[src/rtl/lqm_pkg.sv]
package lqm_pkg;

  // Direction of the score move decided at a window close.
  typedef enum logic [1:0] {
    STEP_HOLD = 2'd0,
    STEP_UP   = 2'd1,
    STEP_DOWN = 2'd2
  } step_e;

  // Status encoding used on the sig_good output.
  typedef enum logic {
    LINE_BAD  = 1'b0,
    LINE_GOOD = 1'b1
  } line_state_e;

endpackage

[src/rtl/lqm_window_timer.sv]
module lqm_window_timer #(
  parameter int WIN_CYCLES = 1024
) (
  input  logic clk,
  input  logic rst,
  output logic win_end
);

  localparam int TW = (WIN_CYCLES > 2) ? $clog2(WIN_CYCLES) : 1;
  localparam logic [TW-1:0] LAST = TW'(WIN_CYCLES - 1);
  localparam bit IS_POW2 = ((WIN_CYCLES & (WIN_CYCLES - 1)) == 0);

  logic [TW-1:0] cnt_q;

  assign win_end = (cnt_q == LAST);

  generate
    if (IS_POW2) begin : g_pow2
      // Power-of-two window: the counter wraps on its own.
      always_ff @(posedge clk) begin
        if (rst) cnt_q <= '0;
        else     cnt_q <= cnt_q + 1'b1;
      end
    end else begin : g_cmp
      always_ff @(posedge clk) begin
        if (rst)          cnt_q <= '0;
        else if (win_end) cnt_q <= '0;
        else              cnt_q <= cnt_q + 1'b1;
      end
    end
  endgenerate

  AST_TIMER_WRAP: assert property (@(posedge clk) disable iff (rst)
    win_end |=> (cnt_q == '0));

endmodule

[src/rtl/lqm_err_latch.sv]
module lqm_err_latch (
  input  logic clk,
  input  logic rst,
  input  logic sym_valid,
  input  logic sym_bad,
  input  logic win_end,
  output logic win_dirty
);

  logic flag_q;
  logic hit;

  // Only qualified symbols count.
  assign hit       = sym_valid & sym_bad;
  assign win_dirty = flag_q | hit;

  always_ff @(posedge clk) begin
    if (rst)          flag_q <= 1'b0;
    else if (win_end) flag_q <= 1'b0;
    else              flag_q <= win_dirty;
  end

  AST_FLAG_CLEAR: assert property (@(posedge clk) disable iff (rst)
    win_end |=> !flag_q);

  AST_INVALID_IGNORED: assert property (@(posedge clk) disable iff (rst)
    (!flag_q && !sym_valid) |=> !flag_q);

endmodule

[src/rtl/lqm_score.sv]
module lqm_score
  import lqm_pkg::*;
#(
  parameter int SCORE_MAX = 7,
  localparam int SW = $clog2(SCORE_MAX + 1)
) (
  input  logic          clk,
  input  logic          rst,
  input  logic          win_end,
  input  logic          win_dirty,
  output logic [SW-1:0] score_q,
  output logic          good_q
);

  localparam logic [SW-1:0] TOP = SW'(SCORE_MAX);

  step_e         step;
  logic [SW-1:0] score_d;
  logic          good_d;

  always_comb begin
    step = STEP_HOLD;
    if (win_end) begin
      if (win_dirty && score_q != TOP)       step = STEP_UP;
      else if (!win_dirty && score_q != '0)  step = STEP_DOWN;
    end
  end

  always_comb begin
    unique case (step)
      STEP_UP:   score_d = score_q + 1'b1;
      STEP_DOWN: score_d = score_q - 1'b1;
      default:   score_d = score_q;
    endcase
  end

  // Hysteresis: flip only at the two ends of the range.
  always_comb begin
    good_d = good_q;
    if (score_d == TOP)     good_d = LINE_BAD;
    else if (score_d == '0) good_d = LINE_GOOD;
  end

  always_ff @(posedge clk) begin
    if (rst) begin
      score_q <= '0;
      good_q  <= LINE_GOOD;
    end else begin
      score_q <= score_d;
      good_q  <= good_d;
    end
  end

  AST_SCORE_RANGE: assert property (@(posedge clk) disable iff (rst)
    int'(score_q) <= SCORE_MAX);

  AST_BAD_AT_TOP: assert property (@(posedge clk) disable iff (rst)
    (score_q == TOP) |-> !good_q);

  AST_GOOD_AT_ZERO: assert property (@(posedge clk) disable iff (rst)
    (score_q == '0) |-> good_q);

  AST_ONE_STEP: assert property (@(posedge clk) disable iff (rst)
    1'b1 |=> (int'(score_q) - int'($past(score_q)) <= 1 &&
              int'($past(score_q)) - int'(score_q) <= 1));

  AST_MID_HOLD: assert property (@(posedge clk) disable iff (rst)
    (score_q != '0 && score_q != TOP) |=>
      ((score_q == '0 || score_q == TOP) || good_q == $past(good_q)));

endmodule

[src/rtl/line_quality_mon.sv]
module line_quality_mon
  import lqm_pkg::*;
#(
  parameter int WIN_CYCLES = 1024,
  parameter int SCORE_MAX  = 7,
  localparam int SW = $clog2(SCORE_MAX + 1)
) (
  input  logic          clk,
  input  logic          rst,
  input  logic          sym_valid,
  input  logic          sym_bad,
  output logic          sig_good,
  output logic [SW-1:0] score
);

  logic win_end;
  logic win_dirty;

  lqm_window_timer #(
    .WIN_CYCLES (WIN_CYCLES)
  ) u_timer (
    .clk     (clk),
    .rst     (rst),
    .win_end (win_end)
  );

  lqm_err_latch u_err (
    .clk       (clk),
    .rst       (rst),
    .sym_valid (sym_valid),
    .sym_bad   (sym_bad),
    .win_end   (win_end),
    .win_dirty (win_dirty)
  );

  lqm_score #(
    .SCORE_MAX (SCORE_MAX)
  ) u_score (
    .clk       (clk),
    .rst       (rst),
    .win_end   (win_end),
    .win_dirty (win_dirty),
    .score_q   (score),
    .good_q    (sig_good)
  );

  AST_WIN_QUIET: assert property (@(posedge clk) disable iff (rst)
    !win_end |=> ($stable(score) && $stable(sig_good)));

  AST_INC: assert property (@(posedge clk) disable iff (rst)
    (win_end && win_dirty && int'(score) < SCORE_MAX) |=>
      (int'(score) == int'($past(score)) + 1));

  AST_DEC: assert property (@(posedge clk) disable iff (rst)
    (win_end && !win_dirty && score != '0) |=>
      (int'(score) + 1 == int'($past(score))));

  AST_FLOOR: assert property (@(posedge clk) disable iff (rst)
    (win_end && !win_dirty && score == '0) |=> (score == '0));

endmodule

[config.mk]
export PLATFORM = sky130hd
export DESIGN_NAME = line_quality_mon
export DESIGN_NICKNAME = d
export VERILOG_FILES = /design/src/rtl/lqm_pkg.sv /design/src/rtl/lqm_window_timer.sv /design/src/rtl/lqm_err_latch.sv /design/src/rtl/lqm_score.sv /design/src/rtl/line_quality_mon.sv
export SDC_FILE = /design/constraint.sdc
export NUM_CORES = 1
export LEC_CHECK = 0
export CORE_MARGIN = 2
export CORE_UTILIZATION = 40
export DETAILED_ROUTE_END_ITERATION = 16
export DONT_BUFFER_PORTS = 1
export GPL_ROUTABILITY_DRIVEN = 0
export GPL_TIMING_DRIVEN = 0
export PLACE_DENSITY_LB_ADDON = 0.05
export SETUP_SLACK_MARGIN = 0.2
export SKIP_LAST_GASP = 1
export SYNTH_ARGS = -nofsm -noshare
export SYNTH_HDL_FRONTEND = slang
export SYNTH_SLANG_ARGS = --single-unit
[constraint.sdc]
create_clock -name clk -period 2.5 [get_ports clk]
set_input_delay 0.25 -clock clk [delete_from_list [all_inputs] [get_ports clk]]
set_output_delay 0.25 -clock clk [all_outputs]
set_load 0.01 [all_outputs]
; ---- After elaboration in Yosys (flattened, before gate mapping)
; Cells that the tools add are included.
[totals]
regBits = 15
inputBits = 4
word_cells = 27
[op_classes]
n_addsub = 3
n_eq_ne = 5
n_mux = 6
n_bitwise = 2
reduce_logical = 7
[op_table]
columns = cell, n
row1 = 10-bit by 1-bit adder with 10-bit output (second input constant), 1
row2 = 10-bit == test (second input constant), 1
row3 = 2-bit 2-to-1 mux, 3
row4 = 3-bit case mux with 2 select lines, 1
row5 = 3-bit by 1-bit adder with 3-bit output (second input constant), 1
row6 = 3-bit == test (second input constant), 1
row7 = 3-bit zero test, 1
row8 = 3-bit != test (second input constant), 1
row9 = 3-bit nonzero test, 1
row10 = 3-bit by 1-bit subtractor with 3-bit output (second input constant), 1
row11 = 2-bit by 1-bit == test with 1-bit output (second input constant), 1
row12 = 2-bit == test (second input constant), 1
row13 = 1-bit logical AND, 2
row14 = 1-bit 2-to-1 mux, 2
row15 = 2-bit nonzero test, 1
row16 = 2-bit OR reduction, 1
row17 = 1-bit bitwise AND, 1
row18 = 1-bit zero test, 1
row19 = 1-bit bitwise OR, 1

; ---- Depth between registers and ports, before layout
; Gate-level depths: netlist (run 1).
[depth]
depth_word = 12
mapped_depth = 12

; ---- Modules after synthesis
; A second synthesis (run 1) with hierarchy kept.
[unflattened]
hier_cells = 72
hier_area_um2 = 686.9
[modules_own_cells]
columns = module, n_inst, cells_each, area_per_inst_um2, seq_area_each_um2
row1 = lqm_window_timer, 1, 47, 435.4, 200.2
row2 = lqm_score, 1, 22, 211.5, 80.1
row3 = lqm_err_latch, 1, 3, 40.0, 20.0

; ---- Worst setup path before layout (run 1)
; OpenSTA, ideal clock, no wires.
[synth_timing]
kind = flip-flop to flip-flop
startpoint = register u_timer.cnt_q[0]
endpoint = register u_score.good_q
setup_time_ns = 0.073
arrival_ns = 2.281
setup_slack_ns = 0.146
path_stages_with_launch = 13
path_buffers = 0
period_less_slack_ns = 2.354
cell_sequence = dfxtp_1 ha_1 and2_1 nand2_1 nor2_1 o311a_1 ha_1 inv_1 fa_1 xor2_1 xor2_1 a21oi_1 nor3_2
[synth_between]
elab_chain_cells = 6
word_cells_on_any_way = 9
[synth_lines]
columns = element, line_no
row1 = from (decl), lqm_window_timer.sv:13  ; logic [TW-1:0] cnt_q;
row2 = from (signal assigned), lqm_window_timer.sv:22  ; else cnt_q <= cnt_q + 1'b1;
row3 = 10-bit == test (*), lqm_window_timer.sv:15  ; assign win_end = (cnt_q == LAST);
row4 = 2-bit 2-to-1 mux (*), lqm_score.sv:23  ; if (win_end) begin
row5 = 2-bit == test / 2-bit by 1-bit == test with 1-bit output (equally long branches), lqm_score.sv:30  ; unique case (step)
row6 = 3-bit case mux with 2 select lines (*), lqm_score.sv:30
row7 = 3-bit == test / 3-bit zero test (equally long branches), "lqm_score.sv:40, lqm_score.sv:41"
row8 = 1-bit 2-to-1 mux / 2-bit nonzero test (equally long branches), -
row9 = to (signal assigned), lqm_score.sv:50  ; good_q <= good_d;
row10 = to (decl), lqm_score.sv:12  ; output logic good_q
; Mark *: on every way between the ends. The rest lies on a longest branch, timed or not.
; A chain may end at the register's enable or synchronous reset.

; ---- Worst setup path in the final report (run 1)
[layout_timing]
startpoint = register u_timer.cnt_q[1]
endpoint = register u_score.good_q
; Same word-level chain as after synthesis.

==> impl_metrics.yaml, run 1 <==
pwr:
  p_leak_nw: 0.342
  p_total_uw: 410
  peakVddDrop_mv: 0.382
  power.density_nw_per_um2: 468
worst_setup_path:
  r2r_start: "u_timer.cnt_q[1]"
  ff2ff_setup_slack_ns: 0.23
  arrival_ns: 2.46
  reg2reg_depth: 13
  startpoint_type: "flop"
  critPathLaunch: "u_timer.cnt_q[1]"
  endpoint: "u_score.good_q"
  r2r_end: "u_score.good_q"
  worstPathRequired_ns: 2.68
  end_kind: "flop"
  critPathKind: "flop to flop"
  worst-path-max-fanout: 3
synthesis:
  synthXorXnorAreaFrac_pct: 13.9
  syn_area_um2: 691
  synth_fa_ha_area_share_pct: 6.52
  yosysSeqAreaShare_pct: 43.5
  netlist.area_leader.share_pct: 43.5
  synthSimpleGateAreaFrac_pct: 23.9
  synth_area_leaders: "dfxtp_1, xor2_1, nor2_1"
  ys_seq_elements: 15
  synth_area_per_cell_um2: 8.97
  yosysTopAreaCell: "dfxtp_1"
  syn_inst: 77
  synth_nets: 84
  synth_compound_area_share_pct: 8.33
  yosys_warnings: 0
  synth_mux_area_share_pct: 0
  synth_top_family_by_area: "simple AND/OR/NAND/NOR gates"
  synth_cell_types: 25
floorplanning:
  die_area_um2: 2080
  die_width_um: 45.6
  rows: 15
  fp.dieH_um: 45.6
  ios: 8
  coreArea_um2: 1670
  start_util_pct: 41.3
clock_tree:
  cts_buffer_depth: 2
  clk_latency_ns: 0.29
  root_buffer: "clkbuf_4"
  clk_pin_slew_ns: 0.10
  cts-htree-levels: 1
  cts_tree: "built"
  cts_hold_buf: 0
  cts.sinks: 15
  cts_buffers: 3
worst_hold_path:
  hold_path.class: "primary input to flop"
sta:
  post-route-period-util_pct: 90.9
  tns_ns: 0
  finalSetupViolations: 0
  finClkSkew_ns: 0.00389
  rsz0062_at_grt: "true"
  slew_headroom_pct: 72.4
  report.final.hold_viol_count: 0
  worst_pin_slew_ns: 0.414
  period_minus_slack_ns: 2.27
  setup_ws_ns: 0.229
  drv_slew: 0
  fmax_mhz: 440
route:
  ant_nets: 0
  via_per_inst: 5.28
  drc_errors: 0
  vias: 549
  drt_iter0_markers: 7
  wl_um: 1270
  dr.pass1.iters: 4
  wl_per_cell_um: 12.2
global_routing:
  grt_pass1_vias: 472
  grt_pass1_wl_um: 2060
  antenna_found_initial: 0
  grt_max_degree: 11
  grt_usage_pct: 14.3
  grt-ovfl-total: 0
job:
  maxCapViolCount: 0
cells_and_area:
  antenna_cells: 0
  layout-drive-gt1-share_pct: 29.9
  fin_util_pct: 52.4
  syn2layout_area_growth_pct: 26.8
  fin_nets: 95
  layout_common_cells: "nor2_1, dfxtp_1, xor2_1"
place:
  hpwl_um: 839
  io_buffers: 0
  place_ws_ns: 0.0365
status:
  status: "completed"
-- per-stage QoR --
stage / hold WS (ns) / instance area, um^2 / std cells
after floorplan: 0.415 / 703 / 77
after global placement: 0.431 / 724 / 94
after detailed placement: 0.435 / 724 / 94
after CTS: 0.175 / 825 / 102
after global routing: 0.171 / 876 / 104
final: 0.176 / 876 / 104
-- critical path, stage by stage, from the launching register on --
cell	delay (ns)
dfxtp_2	0.34
ha_4	0.15
and2_4	0.16
nand2_4	0.07
nor2_4	0.04
buf_6	0.11
nand3b_1	0.12
ha_4	0.15
inv_2	0.03
fa_2	0.38
xor2_4	0.21
xor2_2	0.16
nor3_2	0.19
nor3_2	0.05
-- flip-flops by register name (all words and copies together), names as in the netlist --
name / flops
u_err.flag_q: 1
u_score.good_q: 1
u_score.score_q: 3
u_timer.cnt_q: 10
-- cell usage after synthesis (all sizes together) --
cell type  number
a21oi           4
and2            2
and3            2
buf             1
clkbuf          1
dfxtp          15
fa              1
ha              2
inv             4
nand2           2
nand3           3
nand3b          1
nand4           3
nor2           14
nor2b           1
nor3            3
o21ai           1
o22a            1
o22ai           1
o311a           1
o31ai           1
or3             2
xnor2           2
xor2            9
-- layer usage --
layer,track usage [%],part of all wire (%)
met2,21.4,47
met5,0,0
met4,5.29,0.94
met1,18.3,48
met3,5.95,4.2
-- worst min-delay path by stage --
stage / to / start / depth (start not counted) / slack (ns)
after CTS: u_timer.cnt_q[2] / rst / 2 / 0.17
after detailed placement: u_timer.cnt_q[0] / u_timer.cnt_q[0] / 1 / 0.44
after global placement: u_timer.cnt_q[0] / u_timer.cnt_q[0] / 1 / 0.43
after global routing: u_timer.cnt_q[1] / rst / 2 / 0.17
after floorplan: u_timer.cnt_q[0] / u_timer.cnt_q[0] / 1 / 0.42
final: u_timer.cnt_q[2] / rst / 2 / 0.18
-- timing repair --
item                                    CTS  global route
buffers inserted                          4             2
endpoints found under the setup margin    2             2
pin swaps                                 7             9
gates resized for setup                  10             5
-- cells by family after synthesis --
family                   after synthesis
AND/OR/NAND/NOR                       33
flip-flops                            15
adder cells (fa/ha/maj)                3
AO/OA/AOI/OAI                          9
buffers and inverters                  6
XOR/XNOR                              11
-- area by class of cell --
class	count	area (um^2)
multi-input combinational	56	449
sequential	15	303
tap	17	21.3
buffer	2	11.3
timing repair buffer	6	48.8
fill	164	795
clock buffer	3	22.5
clock inverter	1	5.00
inverter	4	15.0
-- where the power goes --
part	leakage (nW)	switching [mW]	internal (mW)
sequential	0.122	0.00401	0.245
clock	0.0177	0.0834	0.0595
combinational	0.202	0.00848	0.00956
total	0.342	0.0959	0.314
Power figures use the tool's default switching activity.
==> inputs of run 2 (changes only) <==
Settings changed: ABC_AREA from default to 1.
==> impl_metrics.yaml, run 2 <==
worst_hold_path:
  hold_path.class: "primary input to flop"
  min-delay-start: "rst"
  hold_end: "u_timer.cnt_q[0]"
  min_path_cells: 2
synthesis:
  async_flop_share_pct: 0
  syn_area_um2: 766
  synth_area_per_cell_um2: 7.29
  yosys_warnings: 0
  netlist.area_leader.share_pct: 39.2
  yosysTopAreaCell: "dfxtp_1"
  synth_nets: 112
  ys.flop_type: "dfxtp_1"
  ys_seq_elements: 15
  synth.most_common_cell: "nand2_1"
  synth_commonest_cells: "nand2_1, dfxtp_1, nor2_1, inv_1, nand3_1"
  synth_area_leaders: "dfxtp_1, nand2_1, nor2_1"
  yosysSeqAreaShare_pct: 39.2
  synth_cell_types: 23
  synth_edf_count: 0
  syn_inst: 105
worst_setup_path:
  r2r_start: "u_timer.cnt_q[1]"
  path_cells: "ha_4, nand2_4, nor2_4, nand4_4, nor3_4, ha_2, inv_2, fa_2, nand2_2, nand2_2, nand2_1, nand2_1, nand3_1, nand2_1"
  r2r_end: "u_score.good_q"
  crit_top_cell: "nand2_1"
  crit_path_top_delay_cell: "fa_2"
  startpoint_type: "flop"
  ff2ff_setup_slack_ns: 0.29
  worst-path-max-fanout: 4
  reg2reg_depth: 14
  end_kind: "flop"
  critPathKind: "flop to flop"
  slowest_delay_ns: 0.52
  arrival_ns: 2.45
  worstPathRequired_ns: 2.74
global_routing:
  grt_pass1_vias: 551
  grt_use_met3_pct: 7.17
  met2_usage_pct: 21.3
  grt-ovfl-total: 0
  antenna_found_initial: 0
  grt_usage_pct: 14.9
  grt_pass1_wl_um: 2290
  grt_max_degree: 10
  gr-max-usage-layer: "met2"
  met1_usage_pct: 19.7
cells_and_area:
  antenna_cells: 0
  syn2layout_area_growth_pct: 21.6
  layout-drive-gt1-share_pct: 28.4
  final_common_cell: "nand2_1"
  top_regs: "u_timer.cnt_q x10, u_score.score_q x3"
  fin_nets: 124
  n_fill_cell: 200
  fin_util_pct: 52.8
  largest_reg_flops: 10
  layout_common_cells: "nand2_1, nor2_1, dfxtp_1"
  largest-register: "u_timer.cnt_q"
route:
  vias: 686
  via_per_inst: 4.87
  drt_iter0_markers: 4
  wl_per_cell_um: 10.1
  drc_errors: 0
  ant_nets: 0
  dr.pass1.iters: 4
  wl_um: 1420
clock_tree:
  cts-htree-levels: 1
  cts_buffer_depth: 2
  cts_buffers: 3
  clk_pin_slew_ns: 0.10
  cts_hold_buf: 0
  cts.sinks: 15
  clk_latency_ns: 0.29
  root_buffer: "clkbuf_4"
  cts_tree: "built"
pwr:
  p_leak_nw: 0.417
  peakVddDrop_mv: 0.381
  power.density_nw_per_um2: 446
place:
  io_buffers: 0
  hpwl_um: 1040
sta:
  fmax_mhz: 453
  worst_pin_slew_ns: 0.352
  tns_ns: 0
  slew_headroom_pct: 76.4
  finClkSkew_ns: 0.00685
  period_minus_slack_ns: 2.21
  finalSetupViolations: 0
  drv_slew: 0
  post-route-period-util_pct: 88.3
  rsz0062_at_grt: "true"
  report.final.hold_viol_count: 0
floorplanning:
  rows: 15
  die_width_um: 47.8
  die_area_um2: 2280
  coreArea_um2: 1760
  start_util_pct: 43.4
  ios: 8
  fp.dieH_um: 47.8
status:
  status: "completed"
job:
  maxCapViolCount: 0
==> run 2: metrics by stage <==
stage	total power [mW]	worst slack, ns	area, um^2	hold WS, ns	std cells
global placement	0.270	0.155	797	0.473	130
floorplan	0.267	0.379	766	0.441	105
global route	0.433	0.147	931	0.250	141
finish	0.415	0.293	931	0.230	141
CTS	0.417	0.216	855	0.222	137
detailed placement	0.271	0.118	797	0.479	130
==> run 2: cell type report <==
type / instances / area (um^2) / area share, %
plain buffers: 1 / 5.00 / 0.538
clock buffers: 3 / 22.5 / 2.42
clock inverters: 1 / 5.00 / 0.538
inverters: 15 / 56.3 / 6.05
multi-input cells: 74 / 453 / 48.7
flip-flops and latches: 15 / 305 / 32.8
well taps: 25 / 31.3 / 3.36
repair buffers: 7 / 52.6 / 5.65
==> run 2: timing repair <==
action | in CTS | in global routing
setup buffers | 3 | 4
setup endpoints to repair | 1 | 2
gates cloned | 0 | 0
pin swaps | 1 | 7
resized for setup | 4 | 10
==> run 2: power by group <==
group          switching (mW)  total, mW  leakage [nW]  internal, mW
Combinational          0.0135     0.0249         0.277        0.0114
Clock                  0.0820      0.141        0.0177        0.0595
Sequential            0.00469      0.249         0.123         0.244
==> run 2: kinds of logic after synthesis <==
kind of cell	after synthesis	synth area share, %
AOI/OAI and AO/OA	9	6.70
adders and majority gates	3	5.88
DFF	15	39.2
xor gates and xnor gates	1	1.14
and+or+nand+nor	61	39.1
buffers and inverters	16	8.01
==> run 2: how the worst max path moves through the flow <==
stage               slack [ns]  cells past startpoint              from              to
floorplan                 0.38                     15  u_timer.cnt_q[0]  u_score.good_q
detailed placement        0.12                     15  u_timer.cnt_q[0]  u_score.good_q
global placement          0.16                     15  u_timer.cnt_q[0]  u_score.good_q
global route              0.15                     14  u_timer.cnt_q[1]  u_score.good_q
CTS                       0.22                     15  u_timer.cnt_q[0]  u_score.good_q
finish                    0.29                     14  u_timer.cnt_q[1]  u_score.good_q
==> run 2: worst max-delay path, delay by kind of cell (launching register included) <==
kind / cells / cell delay (ns)
buffers and inverters: 1 / 0.05
AND/OR/NAND/NOR: 10 / 0.88
adder cells (fa/ha/maj): 3 / 0.89
flip-flops: 1 / 0.36
==> run 2: routing by layer <==
layer,vias up,part of all wire [%]
met3,2,4.0
met1,317,49
met5,-,0
li1,358,-
met4,0,0.71
met2,9,47
==> inputs of run 3 (changes only) <==
Settings changed: CTS_BUF_LIST from default to sky130_fd_sc_hd__clkbuf_16, SLEW_MARGIN from default to 10.
==> impl_metrics.yaml, run 3 (same netlist as run 2, synthesis figures left out) <==
worst_setup_path:
  path_cells: "ha_4, nand2_4, nor2_4, nand4_4, nor3_4, ha_2, inv_1, fa_2, nand2_2, nand2_2, nand2_1, nand2_1, nand3_1, nand2_1"
  startpoint_type: "flop"
  critPathKind: "flop to flop"
  critPathLaunch: "u_timer.cnt_q[0]"
  end_kind: "flop"
  reg2reg_depth: 14
  crit_path_top_delay_cell: "fa_2"
  worst-path-max-fanout: 4
  worstPathRequired_ns: 2.69
  r2r_start: "u_timer.cnt_q[0]"
  ff2ff_setup_slack_ns: 0.28
  endpoint: "u_score.good_q"
  slowest_delay_ns: 0.52
  arrival_ns: 2.41
  crit_top_cell: "nand2_1"
  r2r_end: "u_score.good_q"
place:
  io_buffers: 0
  hpwl_um: 1040
  place_ws_ns: 0.118
  dp_cells: 130
sta:
  report.final.hold_viol_count: 0
  worst_pin_slew_ns: 0.336
  finalSetupViolations: 0
  finClkSkew_ns: 0.000796
  rsz0062_at_grt: "true"
  tns_ns: 0
  setup_ws_ns: 0.283
  fmax_mhz: 451
  drv_slew: 0
  period_minus_slack_ns: 2.22
  slew_headroom_pct: 77.4
  post-route-period-util_pct: 88.7
route:
  drc_errors: 0
  ant_nets: 0
  drt_iter0_markers: 7
  wl_um: 1460
  dr.pass1.iters: 4
  dr.max_layer_used: "met4"
  wl_per_cell_um: 10.4
  via_per_inst: 4.75
  wl_met1_um: 719
  met3_length_um: 57
  vias: 670
  routed-wl-met2_um: 647
clock_tree:
  cts-htree-levels: 1
  clk_latency_ns: 0.25
  cts_hold_buf: 0
  cts_buffers: 3
  root_buffer: "clkbuf_16"
  cts_buffer_depth: 2
  cts.sinks: 15
  clk_pin_slew_ns: 0.05
  cts_tree: "built"
global_routing:
  grt-ovfl-total: 0
  antenna_found_initial: 0
  grt_usage_pct: 15.0
  grt_pass1_vias: 544
  grt_pass1_wl_um: 2250
  grt_max_degree: 10
worst_hold_path:
  hold_path.class: "primary input to flop"
  min_path_cells: 2
pwr:
  p_total_uw: 587
  swShare_pct: 20.1
  power_switching_uw: 118
  power.density_nw_per_um2: 597
  internal_power_uw: 469
  p_clk_share_pct: 53.4
  peakVddDrop_mv: 0.426
  power_frac_seq_pct: 42.6
  p_leak_nw: 0.440
  p_comb_share_pct: 4.0
cells_and_area:
  top_regs: "u_timer.cnt_q x10, u_score.score_q x3"
  fin_nets: 124
  final_cells: 141
  largest_reg_flops: 10
  multi_input_area_um2: 453
  regArea_um2: 305
  syn2layout_area_growth_pct: 28.4
  n_fill_cell: 190
  final_common_cell: "nand2_1"
  layout-drive-gt1-share_pct: 27.6
  largest-register: "u_timer.cnt_q"
  layout_common_cells: "nand2_1, nor2_1, inv_1, dfxtp_1, nand3_1"
  antenna_cells: 0
status:
  status: "completed"
floorplanning:
  start_util_pct: 43.4
  coreArea_um2: 1760
  die_area_um2: 2280
  die_width_um: 47.8
  ios: 8
  fp.dieH_um: 47.8
  rows: 15
job:
  maxCapViolCount: 0
## run 3: cell counts in the layout (fill, tap and decap cells not counted)
Identical to the previous run, type by type.
## run 3: how the worst min path moves through the flow
stage	from	end	slack (ns)
5_1_grt	rst	u_timer.cnt_q[0]	0.31
4_1_cts	rst	u_timer.cnt_q[0]	0.28
2_1_floorplan	u_timer.cnt_q[0]	u_timer.cnt_q[0]	0.44
3_5_place_dp	u_timer.cnt_q[0]	u_timer.cnt_q[0]	0.48
3_3_place_gp	u_timer.cnt_q[3]	u_timer.cnt_q[3]	0.47
6_report	rst	u_timer.cnt_q[0]	0.29
## run 3: per-layer routing
metal	track usage, %	vias up
li1	-	355
met3	6.04	5
met1	19.0	302
met5	0	-
met2	21.1	8
met4	9.73	0
## run 3: critical path, delay by kind of cell (launching register included)
kind                       cells  cell delay (ns)
DFF                            1             0.36
buffers and inverters          1             0.06
and+or+nand+nor               10             0.86
adders and majority gates      3             0.87
## run 3: power groups by stage
stage / clock, mW / sequential (mW) / combinational (mW)
6_report: 0.314 / 0.250 / 0.0234
5_1_grt: 0.328 / 0.251 / 0.0274
4_1_cts: 0.325 / 0.249 / 0.0175
3_5_place_dp: 0 / 0.254 / 0.0172
3_3_place_gp: 0 / 0.254 / 0.0168
2_1_floorplan: 0 / 0.253 / 0.0143
## run 3: repair_timing
item                                    in CTS  in global routing
resized for setup                            4                  9
endpoints found under the setup margin       1                  3
endpoints found under the hold margin        0                  0
pin swaps                                    1                  6
setup buffers                                2                  5
## run 3: layout make-up
class / instances / share of cell area [%]
multi-input combinational: 74 / 46.1
sequential: 15 / 31.0
clock buffer: 3 / 7.63
inverter: 15 / 5.73
timing repair buffer: 7 / 5.34
tap: 25 / 3.18
clock inverter: 1 / 0.509
buffer: 1 / 0.509
## run 3: stage by stage
step | hold WS [ns] | instance area (um^2) | util, %
2_1_floorplan | 0.441 | 766 | -
3_3_place_gp | 0.473 | 797 | 45.2
3_5_place_dp | 0.479 | 797 | 45.2
4_1_cts | 0.276 | 901 | 51.1
5_1_grt | 0.314 | 983 | 55.7
6_report | 0.288 | 983 | 55.7
